## config.mk

```make
export PLATFORM = sky130hd
export DESIGN_NAME = intr_sequencer
export DESIGN_NICKNAME = d
export VERILOG_FILES = /design/src/rtl/intr_sequencer.sv
export SDC_FILE = /design/constraint.sdc
export NUM_CORES = 1
export LEC_CHECK = 0
export ABC_CLOCK_PERIOD_IN_PS = 2300
export BUFFER_PORTS_ARGS = -buffer_cell sky130_fd_sc_hd__buf_2
export CAP_MARGIN = 10
export CORE_AREA = 2 2 97 99
export DETAILED_ROUTE_END_ITERATION = 8
export DIE_AREA = 0 0 99 101
export PLACE_DENSITY = 0.52
export SYNTH_ARGS = -nofsm -noshare
export SYNTH_HDL_FRONTEND = slang
export SYNTH_SLANG_ARGS = --single-unit
```

## constraint.sdc

```tcl
create_clock -name clk -period 2.3 [get_ports clk]
set_input_delay 0.23 -clock clk [delete_from_list [all_inputs] [get_ports clk]]
set_output_delay 0.23 -clock clk [all_outputs]
set_load 0.005 [all_outputs]
```

## src/rtl/intr_sequencer.sv

```systemverilog
module intr_sequencer #(
  parameter int W = 16,
  parameter logic [W-1:0] RESET_IP    = 16'h0100,
  parameter logic [W-1:0] STACK_TOP   = 16'h00F0,
  parameter logic [W-1:0] HANDLER_VEC = 16'h0040
) (
  input  logic         clk,
  input  logic         rst_n,
  input  logic         irq_in,
  input  logic         instr_done,
  input  logic [1:0]   instr_kind,
  input  logic [W-1:0] next_ip,
  input  logic [W-1:0] mem_rdata,
  output logic [W-1:0] ip,
  output logic [W-1:0] sp,
  output logic         cr_ie,
  output logic         cr_sup,
  output logic         busy,
  output logic         irq_ack,
  output logic         priv_fault,
  output logic         mem_we,
  output logic         mem_re,
  output logic [W-1:0] mem_addr,
  output logic [W-1:0] mem_wdata
);

  typedef enum logic [2:0] {
    S_RUN, S_PUSH_CR, S_PUSH_IP, S_POP_IP, S_POP_CR, S_POP_END
  } state_t;

  localparam logic [1:0] K_NORM = 2'd0;
  localparam logic [1:0] K_STI  = 2'd1;
  localparam logic [1:0] K_CLI  = 2'd2;
  localparam logic [1:0] K_RET  = 2'd3;

  state_t st;
  logic   pend;

  wire at_bnd   = instr_done && (st == S_RUN);
  wire is_sti   = instr_kind == K_STI;
  wire is_cli   = instr_kind == K_CLI;
  wire is_ret   = instr_kind == K_RET;
  wire ie_after = (cr_sup && is_sti) ? 1'b1 :
                  (cr_sup && is_cli) ? 1'b0 : cr_ie;
  wire take_bnd = at_bnd && !is_ret && pend && ie_after;
  wire take_ret = (st == S_POP_END) && pend && mem_rdata[0];
  wire take     = take_bnd || take_ret;

  always_ff @(posedge clk) begin
    if (!rst_n) begin
      st         <= S_RUN;
      pend       <= 1'b0;
      ip         <= RESET_IP;
      sp         <= STACK_TOP;
      cr_ie      <= 1'b0;
      cr_sup     <= 1'b1;
      priv_fault <= 1'b0;
    end else begin
      pend       <= irq_in || (pend && !take);
      priv_fault <= at_bnd && (is_sti || is_cli) && !cr_sup;
      case (st)
        S_RUN: if (at_bnd) begin
          if (is_ret) st <= S_POP_IP;
          else begin
            ip    <= next_ip;
            cr_ie <= ie_after;
            if (take_bnd) st <= S_PUSH_CR;
          end
        end
        S_PUSH_CR: begin
          sp     <= sp - 1'b1;
          cr_sup <= 1'b1;
          cr_ie  <= 1'b0;
          st     <= S_PUSH_IP;
        end
        S_PUSH_IP: begin
          sp <= sp - 1'b1;
          ip <= HANDLER_VEC;
          st <= S_RUN;
        end
        S_POP_IP: begin
          sp <= sp + 1'b1;
          st <= S_POP_CR;
        end
        S_POP_CR: begin
          sp <= sp + 1'b1;
          ip <= mem_rdata;
          st <= S_POP_END;
        end
        S_POP_END: begin
          cr_ie  <= mem_rdata[0];
          cr_sup <= mem_rdata[1];
          st     <= take_ret ? S_PUSH_CR : S_RUN;
        end
        default: st <= S_RUN;
      endcase
    end
  end

  assign busy      = st != S_RUN;
  assign irq_ack   = st == S_PUSH_IP;
  assign mem_we    = (st == S_PUSH_CR) || (st == S_PUSH_IP);
  assign mem_re    = (st == S_POP_IP) || (st == S_POP_CR);
  assign mem_addr  = mem_we ? sp - 1'b1 : sp;
  assign mem_wdata = (st == S_PUSH_CR) ? {{(W-2){1'b0}}, cr_sup, cr_ie} : ip;

  AST_NO_RW_CLASH: assert property (@(posedge clk) disable iff (!rst_n)
    !(mem_we && mem_re));
  AST_PUSH_DECR: assert property (@(posedge clk) disable iff (!rst_n)
    mem_we |=> sp == $past(sp) - 1'b1);
  AST_POP_INCR: assert property (@(posedge clk) disable iff (!rst_n)
    mem_re |=> sp == $past(sp) + 1'b1);
  AST_STACK_BUSY: assert property (@(posedge clk) disable iff (!rst_n)
    (mem_we || mem_re) |-> busy);
  AST_ENTRY_MASKED: assert property (@(posedge clk) disable iff (!rst_n)
    irq_ack |=> (!cr_ie && cr_sup && ip == HANDLER_VEC));
  AST_FAULT_CAUSE: assert property (@(posedge clk) disable iff (!rst_n)
    priv_fault |-> ($past(instr_done) && !$past(busy) && !$past(cr_sup)));
  AST_USER_IE_HOLD: assert property (@(posedge clk) disable iff (!rst_n)
    (instr_done && !busy && !cr_sup && (is_sti || is_cli)) |=> $stable(cr_ie));
  AST_BUSY_IGNORE: assert property (@(posedge clk) disable iff (!rst_n)
    (busy && !irq_ack && !mem_re && instr_done) |=> $stable(ip));

endmodule

```

======== Word level (Yosys, flattened, before mapping) ========
Cells that the tools add are included.
storage, ports and cells
  input bits .............................. 38
  bits in registers ....................... 39
  logic and storage cells ................. 67
cells by class
  muxes and demuxes ....................... 17
  equality and inequality tests ........... 11
  $add $sub $neg .......................... 2
  reduce and logical (&&, ||, !) cells .... 30
operators by type and width
  operator                                            count
  two-way mux 16 bit                                  4
  one-hot mux 16 bit (3 select lines)                 1
  one-hot mux 16 bit (2 select lines)                 1
  adder 16 x 1 -> 16 bit, second input constant       1
  subtractor 16 x 1 -> 16 bit, second input constant  1
  one-hot mux 3 bit (5 select lines)                  1
  logical AND 1 bit                                   11
  two-way mux 3 bit                                   3
  nonzero test 3 bit                                  3
  == test 3 x 2 -> 1 bit, second input constant       2
  == test 3 bit, second input constant                2
  AND reduction 3 bit                                 2
  logical OR 1 bit                                    5
  two-way mux 1 bit                                   5
  == test 2 bit, second input constant                2
  inequality test 2 bit, second input constant        2
  nonzero test 2 bit                                  2
  OR reduction 2 bit                                  2
  == test 3 x 1 -> 1 bit, second input constant       1
  zero test 1 bit                                     3
  zero test 3 bit                                     1
  inequality test 3 bit, second input constant        1
  one-hot mux 1 bit (3 select lines)                  1
  == test 2 x 1 -> 1 bit, second input constant       1
  2 further kinds                                     2

======== Logic depth before layout (Yosys ltp) ========
  depth after elaboration ................. 9
  depth in mapped cells ................... 6
  depth with buffers taken out ............ 6

======== Worst setup path before layout ========
No wires, ideal clock.
  path type ............................... reg-to-output
  start ................................... register sp[1]
  end ..................................... output mem_addr[14]
  path slack .............................. 0.372 ns
  arrival ................................. 1.698 ns
  stages on the path, launching flop included .. 7
  cell sequence ........................... dfxtp_1 inv_1 ha_1 or4b_4 nor4_4 nand2_1 xnor2_1
on the way
  word-level cells in the longest chain between the ends .. 2
RTL lines
  element                      line  source
  from (decl)                  15    output logic [W-1:0] sp,
  from (signal assigned)       71    sp <= sp - 1'b1;
  from (signal assigned)       77    sp <= sp - 1'b1;
  from (signal assigned)       82    sp <= sp + 1'b1;
  subtractor 16 x 1 -> 16 bit  104   assign mem_addr = mem_we ? sp - 1'b1 : sp;
  two-way mux 16 bit           104
  to (decl)                    23    output logic [W-1:0] mem_addr,
Every way passes these cells.

======== Worst setup path in the final report ========
  start ................................... register sp[0]
  end ..................................... output mem_addr[14]
The elaborated chain is that of the path after synthesis.

==> out/qor.yml <==
power:
  p_sw_uw: 679.6
  clockPowerShare_pct: 29.5
  p_leak_nw: 1.733
  total_power_mw: 2.103
  power_density_nw_per_um2: 593.2
  peakVddDrop_uv: 246.2
  seq_power_share_pct: 38.1
  swShare_pct: 32.31
  power_frac_comb_pct: 32.4
  p_int_mw: 1.424
cts:
  cts_hold_buf: 0
  clk_pin_slew_ns: 0.09
  clkLatencyLatePin_ns: 0.30
  cts_root_buf: "clkbuf_8"
  cts_buffer_depth: 2
  cts_tree: "done"
  cts_buffers: 5
  numClockSinks: 39
  htreeDepth: 2
global_route:
  grt_pass1_wl_um: 12900
  grt_pass1_vias: 2567
  antenna_found_initial: 0
  overflow: 0
  grt_max_degree: 39
  grt_use_total_pct: 16.06
critical_path:
  crit_arrival_ns: 2.07
  critical_path.endpoint_type: "output pin"
  crit_chain: "inv_2 > ha_4 > or4b_4 > nor4_4 > nand2_1 > xnor2_1 > buf_2"
  worstSetupStartpointType: "register"
  worst_ep_required_time_ns: 2.07
  path_class: "register to output pin"
  crit_family: "simple AND/OR/NAND/NOR gates"
  slowest_delay_ns: 0.50
  path_buf_inv: 2
  crit_fanout: 3
  cp_slowest_cell: "or4b_4"
floorplan:
  ioPinCount: 109
  rows: 35
  start_util_pct: 29.45
  die_x_um: 99
  die_h_um: 101
  design.core.area_um2: 8977
  die_area_um2: 9999
sta:
  clock_skew_ns: 0.008687
  setup_violations: 0
  slew_violations: 0
  fin_tns_setup_ns: 0
  clock.fmax_ghz: 0.4349
  layout_min_cycle_time_ns: 2.299
  hold_viol_final: 0
  fin_crit_sh_pct: 99.97
  worstMarginPinSlew_ns: 0.6136
  setup_ws_ns: 0.0007732
  slew_headroom_pct: 58.89
  rsz0062_at_grt: "yes"
run:
  drv_cap: 0
place:
  place_ws_ns: 0.2658
  place_area_um2: 3352
  place.port_buffers: 108
  dpl.hpwl_um: 6076
  gp_congestion: 0.7993
route:
  dr.pass1.iters: 4
  wl_um: 8185
  drc: 0
  wl_per_cell_um: 15.07
  num_vias: 2819
  drt_iter0_drc: 85
  via_per_inst: 5.192
  ant_nets: 0
hold_path:
  hp-class: "input port to register"
cells_and_area:
  final_nets: 474
  stdcell_area_um2: 3546
  area_delta_synth_final_pct: 34.12
  n_antenna_cell: 0
  seqCellArea_um2: 788.3
  mostFrequentLayoutCells: "108 x buf_2, 35 x dfxtp_1, 24 x nand2_1, 23 x buf_4, 17 x a22oi_1"
  fill_cells: 939
  mostFrequentLayoutCell: "buf_2"
  multi_input_area_um2: 1732
  drive_above_1_share_pct: 38.66
status:
  status: "completed"
logic_synthesis:
  synth_seq_cells: 39
  synth_top_cell_by_area: "dfxtp_1"
  ys_top_cells_by_area: "dfxtp_1 30%, o211a_1 4.9%, a22oi_1 4.8%, o211ai_1 4.3%, nor2b_1 3.8%"
  async_flop_share_pct: 0
  synth_area_um2: 2644
  yosysTopAreaCellShare_pct: 29.53
  synth_edf_count: 0
  syn_area_per_cell_um2: 8.340
  synth.distinct_cells: 59
  syn_nets: 360
  ys_warn_count: 0
  syn_inst: 317
  yosysSeqAreaShare_pct: 29.53
  synth_ff_type: "dfxtp_1"
==> worst register-to-register path, delay by kind of cell (launching register included) <==
family                 cells  cell delay, ns
AO/OA/AOI/OAI              2            0.50
buffers and inverters      1            0.30
flip-flops                 1            0.44
multiplexers               1            0.31
AND/OR/NAND/NOR            1            0.31
==> cells by family (layout without fill, tap and decap cells) <==
kind of cell               count (synthesis)  in the layout  synth area share, %
AOI/OAI and AO/OA                         90             90                25.60
xor gates and xnor gates                  17             17                5.916
adders and majority gates                  5              5                2.366
buffers and inverters                     39            154                6.153
DFF                                       39             39                29.53
muxes                                     11             11                4.401
and+or+nand+nor                          116            116                26.03
==> per-layer routing <==
layer / global-route usage, % / up-vias / share of wire [%]
li1: - / 1388 / -
met1: 21.03 / 1310 / 45
met2: 26.51 / 115 / 47
met3: 4.092 / 6 / 7.9
met4: 3.899 / 0 / 0.90
met5: 0 / - / 0
==> synth_stat cells, types with 7 or more instances <==
master	instances
a21oi_1	13
a22oi_1	17
buf_2	7
clkbuf_1	14
dfxtp_1	39
inv_1	13
nand2_1	24
nand2b_1	12
nand3_1	7
nor2_1	15
nor2b_1	16
nor3_1	10
o211a_1	13
o211ai_1	15
o21ai_0	9
xnor2_1	11
==> registers in the layout (all words and copies together), names as in the netlist <==
name	count
cr_ie	1
cr_sup	1
ip	16
pend	1
priv_fault	1
sp	16
st	3
==> path summary, 6_finish.rpt <==
check | startpoint | endpoint | slack (ns) | cells after the start
setup reg to reg | st[1]$_SDFFE_PN0P_ | sp[7]$_SDFFE_PN1P_ | 0.35 | 5
hold reg to reg | sp[15]$_SDFFE_PN0P_ | sp[15]$_SDFFE_PN0P_ | 0.51 | 2
hold / removal | irq_in | pend$_SDFF_PN0_ | 0.18 | 3
setup / recovery | sp[0]$_SDFFE_PN0P_ | mem_addr[14] | 0.0008 | 7
==> per-stage QoR <==
step	cells	hold WS, ns	util, %
global placement	530	0.4849	37.34
detailed placement	530	0.4856	37.34
CTS	538	0.1666	38.75
floorplan	317	0.3595	-
global route	543	0.1839	39.50
finish	543	0.1789	39.50
==> power groups by stage <==
stage / sequential [mW] / combinational [mW] / clock (mW)
2_1_floorplan: 0.803 / 0.393 / 0
3_3_place_gp: 0.810 / 0.662 / 0
3_5_place_dp: 0.812 / 0.665 / 0
4_1_cts: 0.799 / 0.668 / 0.642
5_1_grt: 0.812 / 0.760 / 0.660
6_report: 0.802 / 0.682 / 0.619
==> cell type report <==
class                      instances  share of cell area [%]
clock buffer                       6                   2.329
clock inverter                     2                  0.9880
inverter                          15                   1.588
multi-input combinational        239                   48.84
sequential                        39                   22.23
tap                              111                   3.917
timing repair buffer             131                   20.11
==> what timing repair did <==
action	in CTS	in global routing
setup buffers	0	5
pin swaps	2	5
resized for setup	5	8
endpoints found under the setup margin	3	6
No activity file was read; power rests on OpenSTA's default activity.
